<file path="src/rtl/bp_pkg.sv">
package bp_pkg;
  typedef enum logic [1:0] {
    CTR_SNT = 2'b00,
    CTR_WNT = 2'b01,
    CTR_WT  = 2'b10,
    CTR_ST  = 2'b11
  } ctr_e;

  typedef enum logic [1:0] {
    KIND_BR   = 2'b00,
    KIND_CALL = 2'b01,
    KIND_RET  = 2'b10,
    KIND_RSV  = 2'b11
  } kind_e;

  function automatic ctr_e ctr_step(input ctr_e c, input logic taken);
    ctr_e n;
    n = c;
    unique case (c)
      CTR_SNT: n = taken ? CTR_WNT : CTR_SNT;
      CTR_WNT: n = taken ? CTR_WT  : CTR_SNT;
      CTR_WT:  n = taken ? CTR_ST  : CTR_WNT;
      CTR_ST:  n = taken ? CTR_ST  : CTR_WT;
      default: n = CTR_WT;
    endcase
    return n;
  endfunction
endpackage

</file>
<file path="src/rtl/bp_table.sv">
module bp_table
  import bp_pkg::*;
#(
  parameter int ADDR_W      = 32,
  parameter int IDX_W       = 4,
  parameter int INSTR_BYTES = 4
) (
  input  logic              clk_i,
  input  logic              rst_ni,
  input  logic [ADDR_W-1:0] lk_pc_i,
  output logic              lk_hit_o,
  output logic              lk_taken_o,
  output logic              lk_ret_o,
  output logic [ADDR_W-1:0] lk_target_o,
  input  logic              upd_valid_i,
  input  logic [ADDR_W-1:0] upd_pc_i,
  input  logic              upd_taken_i,
  input  logic              upd_ret_i,
  input  logic [ADDR_W-1:0] upd_target_i
);
  localparam int ENTRIES = 1 << IDX_W;
  localparam int OFS_W   = $clog2(INSTR_BYTES);
  localparam int TAG_W   = ADDR_W - IDX_W;

  logic              valid_q  [ENTRIES];
  logic [TAG_W-1:0]  tag_q    [ENTRIES];
  ctr_e              ctr_q    [ENTRIES];
  logic [ADDR_W-1:0] target_q [ENTRIES];
  logic              ret_q    [ENTRIES];

  function automatic logic [IDX_W-1:0] idx_of(input logic [ADDR_W-1:0] pc);
    return pc[OFS_W +: IDX_W];
  endfunction

  function automatic logic [TAG_W-1:0] tag_of(input logic [ADDR_W-1:0] pc);
    return {pc[ADDR_W-1:OFS_W+IDX_W], pc[OFS_W-1:0]};
  endfunction

  // lookup
  logic [IDX_W-1:0] l_idx;
  always_comb begin
    l_idx       = idx_of(lk_pc_i);
    lk_hit_o    = valid_q[l_idx] && (tag_q[l_idx] == tag_of(lk_pc_i));
    lk_taken_o  = ctr_q[l_idx][1];
    lk_ret_o    = ret_q[l_idx];
    lk_target_o = target_q[l_idx];
  end

  // update
  logic [IDX_W-1:0] u_idx;
  logic [TAG_W-1:0] u_tag;
  logic             u_hit, wr_ctr, wr_tgt;
  ctr_e             ctr_new;
  always_comb begin
    u_idx   = idx_of(upd_pc_i);
    u_tag   = tag_of(upd_pc_i);
    u_hit   = valid_q[u_idx] && (tag_q[u_idx] == u_tag);
    wr_ctr  = upd_valid_i && (u_hit || upd_taken_i);
    wr_tgt  = upd_valid_i && upd_taken_i;
    ctr_new = u_hit ? ctr_step(ctr_q[u_idx], upd_taken_i) : CTR_WT;
  end

  always_ff @(posedge clk_i or negedge rst_ni) begin
    if (!rst_ni) begin
      for (int e = 0; e < ENTRIES; e++) begin
        valid_q[e]  <= 1'b0;
        tag_q[e]    <= '0;
        ctr_q[e]    <= CTR_WNT;
        target_q[e] <= '0;
        ret_q[e]    <= 1'b0;
      end
    end else begin
      if (wr_ctr) ctr_q[u_idx] <= ctr_new;
      if (wr_tgt) begin
        valid_q[u_idx]  <= 1'b1;
        tag_q[u_idx]    <= u_tag;
        target_q[u_idx] <= upd_target_i;
        ret_q[u_idx]    <= upd_ret_i;
      end
    end
  end


  alloc_init_chk: assert property (@(posedge clk_i) disable iff (!rst_ni)
    (upd_valid_i && upd_taken_i && !u_hit) |=>
      (valid_q[$past(u_idx)] && ctr_q[$past(u_idx)] == CTR_WT));


  no_alloc_nt_chk: assert property (@(posedge clk_i) disable iff (!rst_ni)
    (upd_valid_i && !upd_taken_i && !u_hit) |=>
      (valid_q[$past(u_idx)] == $past(valid_q[u_idx]) &&
       tag_q[$past(u_idx)] == $past(tag_q[u_idx])));


  ctr_sat_chk: assert property (@(posedge clk_i) disable iff (!rst_ni)
    (upd_valid_i && u_hit && upd_taken_i && ctr_q[u_idx] == CTR_ST) |=>
      (ctr_q[$past(u_idx)] == CTR_ST));


  tgt_keep_chk: assert property (@(posedge clk_i) disable iff (!rst_ni)
    (upd_valid_i && !upd_taken_i) |=>
      (target_q[$past(u_idx)] == $past(target_q[u_idx])));
endmodule

</file>
<file path="src/rtl/bp_ras.sv">
module bp_ras #(
  parameter int ADDR_W = 32,
  parameter int DEPTH  = 8
) (
  input  logic              clk_i,
  input  logic              rst_ni,
  input  logic              push_i,
  input  logic              pop_i,
  input  logic [ADDR_W-1:0] push_addr_i,
  output logic [ADDR_W-1:0] top_o,
  output logic              valid_o
);
  localparam int PTR_W = $clog2(DEPTH);
  localparam int CNT_W = $clog2(DEPTH + 1);
  localparam logic [PTR_W-1:0] PTR_MAX = PTR_W'(DEPTH - 1);
  localparam logic [CNT_W-1:0] CNT_MAX = CNT_W'(DEPTH);

  logic [ADDR_W-1:0] stk_q [DEPTH];
  logic [PTR_W-1:0]  ptr_q;   // next free slot
  logic [CNT_W-1:0]  cnt_q;
  logic [PTR_W-1:0]  top_idx, ptr_inc;

  always_comb begin
    top_idx = (ptr_q == '0) ? PTR_MAX : ptr_q - 1'b1;
    ptr_inc = (ptr_q == PTR_MAX) ? '0 : ptr_q + 1'b1;
    top_o   = stk_q[top_idx];
    valid_o = (cnt_q != '0);
  end

  always_ff @(posedge clk_i or negedge rst_ni) begin
    if (!rst_ni) begin
      for (int e = 0; e < DEPTH; e++) stk_q[e] <= '0;
      ptr_q <= '0;
      cnt_q <= '0;
    end else if (push_i) begin
      stk_q[ptr_q] <= push_addr_i;
      ptr_q        <= ptr_inc;
      if (cnt_q != CNT_MAX) cnt_q <= cnt_q + 1'b1;   // full: oldest overwritten
    end else if (pop_i && valid_o) begin
      ptr_q <= top_idx;
      cnt_q <= cnt_q - 1'b1;
    end
  end


  ras_cnt_bound_chk: assert property (@(posedge clk_i) disable iff (!rst_ni)
    cnt_q <= CNT_MAX);


  ras_empty_pop_chk: assert property (@(posedge clk_i) disable iff (!rst_ni)
    (pop_i && !push_i && !valid_o) |=> !valid_o);


  ras_push_top_chk: assert property (@(posedge clk_i) disable iff (!rst_ni)
    push_i |=> (valid_o && top_o == $past(push_addr_i)));


  ras_excl_chk: assert property (@(posedge clk_i) disable iff (!rst_ni)
    !(push_i && pop_i));
endmodule

</file>
<file path="src/rtl/bp_pred_mux.sv">
module bp_pred_mux #(
  parameter int ADDR_W      = 32,
  parameter int INSTR_BYTES = 4
) (
  input  logic [ADDR_W-1:0] pc_i,
  input  logic              hit_i,
  input  logic              ctr_taken_i,
  input  logic              is_ret_i,
  input  logic [ADDR_W-1:0] tbl_target_i,
  input  logic              ras_valid_i,
  input  logic [ADDR_W-1:0] ras_top_i,
  output logic              taken_o,
  output logic [ADDR_W-1:0] target_o,
  output logic [ADDR_W-1:0] next_pc_o
);
  localparam logic [ADDR_W-1:0] STEP = ADDR_W'(INSTR_BYTES);

  logic [ADDR_W-1:0] seq_pc;
  always_comb begin
    seq_pc = pc_i + STEP;
    if (!hit_i) begin
      taken_o  = 1'b0;
      target_o = seq_pc;
    end else if (is_ret_i) begin
      taken_o  = ras_valid_i;
      target_o = ras_valid_i ? ras_top_i : seq_pc;
    end else begin
      taken_o  = ctr_taken_i;
      target_o = tbl_target_i;
    end
    next_pc_o = taken_o ? target_o : seq_pc;
  end
endmodule

</file>
<file path="src/rtl/btb_predictor.sv">
module btb_predictor
  import bp_pkg::*;
#(
  parameter int ADDR_W      = 32,
  parameter int IDX_W       = 4,
  parameter int INSTR_BYTES = 4,
  parameter int RAS_DEPTH   = 8
) (
  input  logic              clk_i,
  input  logic              rst_ni,
  input  logic [ADDR_W-1:0] fetch_pc_i,
  output logic              pred_hit_o,
  output logic              pred_taken_o,
  output logic [ADDR_W-1:0] pred_target_o,
  output logic [ADDR_W-1:0] pred_next_pc_o,
  input  logic              upd_valid_i,
  input  logic [ADDR_W-1:0] upd_pc_i,
  input  logic              upd_taken_i,
  input  logic [ADDR_W-1:0] upd_target_i,
  input  logic [1:0]        upd_kind_i
);
  localparam logic [ADDR_W-1:0] STEP = ADDR_W'(INSTR_BYTES);

  kind_e             kind;
  logic              is_call, is_ret;
  logic              tbl_hit, tbl_taken, tbl_ret, ras_valid;
  logic [ADDR_W-1:0] tbl_target, ras_top;

  always_comb begin
    kind    = kind_e'(upd_kind_i);
    is_call = upd_valid_i && (kind == KIND_CALL);
    is_ret  = upd_valid_i && (kind == KIND_RET);
  end

  bp_table #(.ADDR_W(ADDR_W), .IDX_W(IDX_W), .INSTR_BYTES(INSTR_BYTES)) u_table (
    .clk_i        (clk_i),
    .rst_ni       (rst_ni),
    .lk_pc_i      (fetch_pc_i),
    .lk_hit_o     (tbl_hit),
    .lk_taken_o   (tbl_taken),
    .lk_ret_o     (tbl_ret),
    .lk_target_o  (tbl_target),
    .upd_valid_i  (upd_valid_i),
    .upd_pc_i     (upd_pc_i),
    .upd_taken_i  (upd_taken_i),
    .upd_ret_i    (kind == KIND_RET),
    .upd_target_i (upd_target_i)
  );

  bp_ras #(.ADDR_W(ADDR_W), .DEPTH(RAS_DEPTH)) u_ras (
    .clk_i       (clk_i),
    .rst_ni      (rst_ni),
    .push_i      (is_call),
    .pop_i       (is_ret),
    .push_addr_i (upd_pc_i + STEP),
    .top_o       (ras_top),
    .valid_o     (ras_valid)
  );

  bp_pred_mux #(.ADDR_W(ADDR_W), .INSTR_BYTES(INSTR_BYTES)) u_mux (
    .pc_i         (fetch_pc_i),
    .hit_i        (tbl_hit),
    .ctr_taken_i  (tbl_taken),
    .is_ret_i     (tbl_ret),
    .tbl_target_i (tbl_target),
    .ras_valid_i  (ras_valid),
    .ras_top_i    (ras_top),
    .taken_o      (pred_taken_o),
    .target_o     (pred_target_o),
    .next_pc_o    (pred_next_pc_o)
  );

  assign pred_hit_o = tbl_hit;


  taken_needs_hit_chk: assert property (@(posedge clk_i) disable iff (!rst_ni)
    pred_taken_o |-> pred_hit_o);


  miss_seq_chk: assert property (@(posedge clk_i) disable iff (!rst_ni)
    !pred_hit_o |-> (pred_next_pc_o == fetch_pc_i + STEP && pred_target_o == fetch_pc_i + STEP));


  ret_empty_chk: assert property (@(posedge clk_i) disable iff (!rst_ni)
    (tbl_hit && tbl_ret && !ras_valid) |-> !pred_taken_o);
endmodule

</file>
<file path="config.mk">
export PLATFORM = sky130hd
export DESIGN_NAME = btb_predictor
export DESIGN_NICKNAME = d
export VERILOG_FILES = /design/src/rtl/bp_pkg.sv /design/src/rtl/bp_table.sv /design/src/rtl/bp_ras.sv /design/src/rtl/bp_pred_mux.sv /design/src/rtl/btb_predictor.sv
export SDC_FILE = /design/constraint.sdc
export NUM_CORES = 2
export LEC_CHECK = 0
export BUFFER_PORTS_ARGS = -buffer_cell sky130_fd_sc_hd__buf_2
export CAP_MARGIN = 20
export CORE_MARGIN = 2
export CORE_UTILIZATION = 60
export DETAILED_ROUTE_END_ITERATION = 12
export PLACE_DENSITY = 0.8
export SLEW_MARGIN = 40
export SYNTH_ARGS = -nofsm -noshare
export SYNTH_HDL_FRONTEND = slang
export SYNTH_SLANG_ARGS = --single-unit
</file>
<file path="constraint.sdc">
create_clock -name clk_i -period 4.9 [get_ports clk_i]
set_input_delay 0.49 -clock clk_i [delete_from_list [all_inputs] [get_ports clk_i]]
set_output_delay 0.49 -clock clk_i [all_outputs]
set_load 0.005 [all_outputs]
</file>
# [Word-level counts from Yosys, hierarchy flattened]
# Index checks and enable logic that the tools add are counted.
[word_totals] reg_bits=1287 in_bits=102 out_inout_bits=66 elab_cells=193
[op_classes] addsub=6 magnitude_cmp=6 eq_ne=10 n_mux=61 bitwise_logic=5 n_reduce_logical=15
[op_table] op="$bwmux W512" n=1
[op_table] op="$bwmux W448" n=1
[op_table] op="$mux W32" n=10
[op_table] op="$bwmux W256" n=1
[op_table] op="$bmux W28 S4" n=2
[op_table] op="$mux W28" n=5
[op_table] op="$bmux W32 S4" n=1
[op_table] op="$demux W32 S4" n=1
[op_table] op="$demux W28 S4" n=1
[op_table] op="$bmux W32 S3" n=1
[op_table] op="$demux W32 S3" n=1
[op_table] op="$add A32 B3 Y32 const B" n=2
[op_table] op="$eq A28 B28 Y1" n=2
[op_table] op="$bwmux W32" n=1
[op_table] op="$bmux W2 S4" n=2
[op_table] op="$bwmux W16" n=1
[op_table] op="$mux W2" n=8
[op_table] op="$or A16 B16 Y16" n=1
[op_table] op="$bmux W1 S4" n=3
[op_table] op="$mux W3" n=4
[op_table] op="$mux W4" n=3
[op_table] op="$mux W1" n=11
[op_table] op="$ge A5 B5 Y1 const B" n=2
[op_table] op="$not A4 Y5" n=2
[op_table] op="23 further kinds" n=36

# [Logic depth before layout (Yosys ltp)]
[depth] word_depth=10 mapped_depth=17 depth_no_buf=11

# [Hierarchy]
# Synthesis repeated with hierarchy kept, for this count alone.
[hier_totals] hier_cells=4503 hier_area_um2=66008.3
[modules_own_cells] mod="bp_table" n_inst=1 cells_per_inst=3358 area_per_inst_um2=51159.1 seq_area_each_um2=25644.6
[modules_own_cells] mod="bp_ras" n_inst=1 cells_per_inst=712 area_per_inst_um2=12030.3 seq_area_each_um2=6581.3
[modules_own_cells] mod="bp_pred_mux" n_inst=1 cells_per_inst=351 area_per_inst_um2=2238.4 seq_area_each_um2=0.0
[modules_own_cells] mod="btb_predictor" n_inst=1 cells_per_inst=82 area_per_inst_um2=580.6 seq_area_each_um2=0.0

# [Worst setup path after synthesis]
# OpenSTA, ideal clock, no wires.
[synth_timing] path_kind="register to output" start="register u_ras.ptr_q[0]" end="output pred_next_pc_o[14]" arrival_ps=3570 required_time_ps=4410 slack_ps=840 path_stages_with_launch=17 path_buffers=6 cell_sequence="dfrtp_1 clkbuf_1 inv_1 clkbuf_1 clkbuf_1 ha_1 ha_1 clkbuf_1 buf_1 buf_1 nand2_1 o221ai_1 nor2_1 a211oi_1 a21oi_1 mux2i_1 mux2i_1"
[synth_via] elab_chain_cells=10 word_cells_on_any_way=11 classes_between="add/sub (1); mux (8); bitwise (1); reduce/logical (1)"
[synth_rtl] item="start, declared" line_no="bp_ras.sv:19" rtl="logic [PTR_W-1:0] ptr_q;"
[synth_rtl] item="start signal, assigned" line_no="bp_ras.sv:37" rtl="ptr_q <= ptr_inc;"
[synth_rtl] item="start signal, assigned" line_no="bp_ras.sv:40" rtl="ptr_q <= top_idx;"
[synth_rtl] item="$sub A3 B1 Y3 / $logic_not A3 Y1 (equally long branches)" line_no="bp_ras.sv:24" rtl="top_idx = (ptr_q == '0) ? PTR_MAX : ptr_q - 1'b1;"
[synth_rtl] item="$mux W3 (*)" line_no="bp_ras.sv:24"
[synth_rtl] item="$not A3 Y4 (implied by the code) (*)" line_no="bp_ras.sv:26" rtl="top_o = stk_q[top_idx];"
[synth_rtl] item="$bmux W32 S3 (*)" line_no="bp_ras.sv:26"
[synth_rtl] item="$mux W32 (implied by the code) (*) (2 in series)" line_no="bp_ras.sv:26"
[synth_rtl] item="$mux W32 (*)" line_no="bp_pred_mux.sv:26" rtl="target_o = ras_valid_i ? ras_top_i : seq_pc;"
[synth_rtl] item="$mux W32 (*)" line_no="bp_pred_mux.sv:24" rtl="end else if (is_ret_i) begin"
[synth_rtl] item="$mux W32 (*)" line_no="bp_pred_mux.sv:21" rtl="if (!hit_i) begin"
[synth_rtl] item="$mux W32 (*)" line_no="bp_pred_mux.sv:31" rtl="next_pc_o = taken_o ? target_o : seq_pc;"
[synth_rtl] item="end, declared" line_no="btb_predictor.sv:15" rtl="output logic [ADDR_W-1:0] pred_next_pc_o,"
# Every way passes the cells marked *; elsewhere a longest branch is shown, timed or not. The select of a mux whose other input is x is not followed.

# [Worst setup path after layout]
[layout_timing] start="register u_table.tag_q[105] (netlist name)" end="output pred_target_o[20]"
[layout_via] elab_chain_cells=6
[layout_rtl] item="start, declared" line_no="bp_table.sv:26" rtl="logic [TAG_W-1:0] tag_q [ENTRIES];"
[layout_rtl] item="start signal, assigned by index" line_no="bp_table.sv:76" rtl="tag_q[u_idx] <= u_tag;"
[layout_rtl] item="$bmux W28 S4" line_no="bp_table.sv:43" rtl="lk_hit_o = valid_q[l_idx] && (tag_q[l_idx] == tag_of(lk_pc_i));"
[layout_rtl] item="$mux W28 (implied by the code) (2 in series)" line_no="bp_table.sv:43"
[layout_rtl] item="$eq A28 B28 Y1" line_no="bp_table.sv:43"
[layout_rtl] item="$logic_and A1 B1 Y1" line_no="bp_table.sv:43"
[layout_rtl] item="$mux W32" line_no="bp_pred_mux.sv:21"
[layout_rtl] item="end, declared" line_no="btb_predictor.sv:14" rtl="output logic [ADDR_W-1:0] pred_target_o,"
# Every way passes these cells. The select of a mux whose other input is x is not followed.

==> qor.txt <==
area of the multi-input gates = 30900 um2
reg2reg start = u_table.tag_q[391]
CTS tree = done
Core Area = 107000 um2
P_leak = 32.7 nW
Initial Util = 0.606
Pre-antenna DRT Iters = 8
# nets final = 5264
status = finished clean
clk root buf = clkbuf_16
clk buf depth = 3
total power per unit cell area = 477 nW/um2
yosys warns = 0
syn nets = 5232
clk_skew = 30.2 ps
All-Layer GR Usage = 0.373
final hold vios = 0
Synth cell types = 88
adder-cell share of the synthesized area = 0.00258
Filler cells = 7262
Iter 0 DRT Violations = 6150
initial antenna violation count = 21
Total Routed Length = 205 mm
Via density = 7.00
xor/xnor share of the synthesized area = 0.0167
Worst Tran Pin Value = 939 ps
row count = 120
total power = 34.6 mW
Vias = 46700
top cells by area, synth = dfrtp_1 (49%), mux2_2 (14%), mux4_2 (13%)
maxcap violations = 0
DP Area = 67800 um2
crit path max fanout = 32
clock sinks = 1287
register area = 32200 um2
WS Path Type = flop to output port
CP Launch Type = flop
I/O Pins = 168
CP arrival = 4320 ps
Die Area = 111000 um2
Fmax = 0.208 GHz
synth-to-layout area growth = 11.6%
CP endpoint kind = output port
top-count cell post-synth = dfrtp_1
vias in the first global route = 47500
asr flop ratio synth = 1.00
mux share of post-synthesis cell area = 0.316
syn avg cell area = 12.7 um2
min cycle time layout = 4810 ps
final worst path period share = 0.982
Synth Area in Compound Gates = 0.0730
cell count after synthesis = 5118
Post-synth EDFFs = 0
pin count of the biggest net entering global routing = 135
number of CTS-inserted buffers = 137
DR WL/cell = 30.7 um
chip height = 333 um
IO buf count = 167
CTS clk-pin slew, worst paths = 60 ps
count of pins over their slew limit = 0
Slew headroom = 0.369
first-pass GRT wire length = 308 mm
Worst-Skew Late Latency = 780 ps
Crit. Startpoint = u_table.tag_q[105]
RePlAce Congestion = 1.04
Synth area leader = dfrtp_1
final setup violation count = 0
# DRC = 0
Core Util, Final = 0.677
setup ws final = 90.2 ps
pre-CTS setup slack = 358 ps
Die Wd = 333 um
Max H-tree Level = 4
CP required = 4410 ps
largest family of logic cells by synthesized area = multiplexers
commonest cells in the netlist = dfrtp_1 (1271), mux2_2 (827), nand2_1 (595), mux4_2 (362), o21ai_0 (353)
dpl hpwl = 131 mm
maximum ir drop on the vdd rail = 0.418 mV
top cell type's share of synthesized area = 0.489
layout cells sized above 1 = 0.358
final instance area = 72500 um2
mapped cell area = 65000 um2
flops & latches, synth = 1287
Post-synth top flop = dfrtp_1
Simple-Gate Fraction of Synth Area = 0.0608
Hold Crit Start = upd_target_i[29]
grt ovf = 0
Final ANT Viol Nets = 0
sequential share of the synthesized area = 0.496
hold slack = 68.8 ps
Worst Hold Class = primary input to flop
## placed cells by master, fill, tap and decap left out, drive strengths merged, types with 47 or more instances in the layout
cell type	netlist	final
xor2	47	47
xnor2	77	77
nand2	595	595
buf	134	348
a21oi	125	125
mux2	840	840
mux4	366	366
dfrtp	1271	1271
nor2	154	154
inv	53	62
mux2i	277	277
clkbuf	323	207
o21ai	362	362
## per-layer routing
layer,GRT usage,share of wire,vias to the layer above
li1,-,-,18800
met1,0.492,0.37,24100
met2,0.549,0.44,3045
met3,0.122,0.12,744
met4,0.205,0.060,14
met5,0,0.00045,-
## report_power, final
part / switching, mW / internal, mW / total [mW]
Combinational: 4.87 / 4.36 / 9.23
Sequential: 1.68 / 13.2 / 14.9
Clock: 4.45 / 6.06 / 10.5
## what timing repair did
| item | 4_1_cts | 5_1_grt |
|---|---|---|
| pin swaps | 0 | 0 |
| setup buffers | 0 | 0 |
| setup endpoints to repair | 36 | 53 |
| gates resized for setup | 5 | 14 |
| endpoints found under the hold margin | 106 | 0 |
| hold buffers | 1 | 0 |
## layout make-up
cell class                      count  share of cell area
Inverter                           58             0.00307
Tap cell                         1403              0.0242
Antenna cell                       11            0.000379
Clock inverter                     44             0.00643
Clock buffer                      206              0.0568
Sequential cell                  1287               0.444
Multi-Input combinational cell   3316               0.426
Timing Repair Buffer              350              0.0388
## final timing paths
kind | slack (ps) | end | cells past startpoint
max | 90 | pred_target_o[20] | 10
min | 70 | u_table.target_q[29] | 3
max reg2reg | 1110 | u_table.ctr_q[0] | 10
min reg2reg | 470 | u_table.target_q[31] | 2
max in group asynchronous | 3130 | u_table.target_q[8] | 4
min in group asynchronous | 230 | u_table.tag_q[375] | 2
## registers in the layout (all words and copies together) (netlist names)
register / flops
u_table.target_q: 512
u_ras.cnt_q: 4
u_table.tag_q: 448
u_table.valid_q: 16
u_table.ret_q: 16
u_ras.stk_q: 256
u_ras.ptr_q: 3
u_table.ctr_q: 32
## metrics by stage
step,instances,setup TNS [ps]
after floorplan,5118,0
after detailed placement,6413,0
final,6675,0
after global placement,6412,0
after CTS,6664,0
after global routing,6667,-4.64
## logic make-up (layout without fill, tap and decap cells)
logic type,Yosys count,in the layout
xor gates and xnor gates,124,124
muxes,1483,1483
other,0,11
AOI/OAI and AO/OA,763,763
adders and majority gates,13,13
buffers and inverters,515,658
and+or+nand+nor,933,933
DFF,1287,1287
## critical path, stage by stage (launching register included)
cell and delay, ps:
dfrtp_1 400, mux4_2 470, mux2i_1 400, a21oi_1 150, a31oi_1 570, a2111oi_1 130
buf_4 180, nand4bb_4 110, buf_4 540, mux2_2 410, buf_2 130
(Power assumes the default switching activity.)
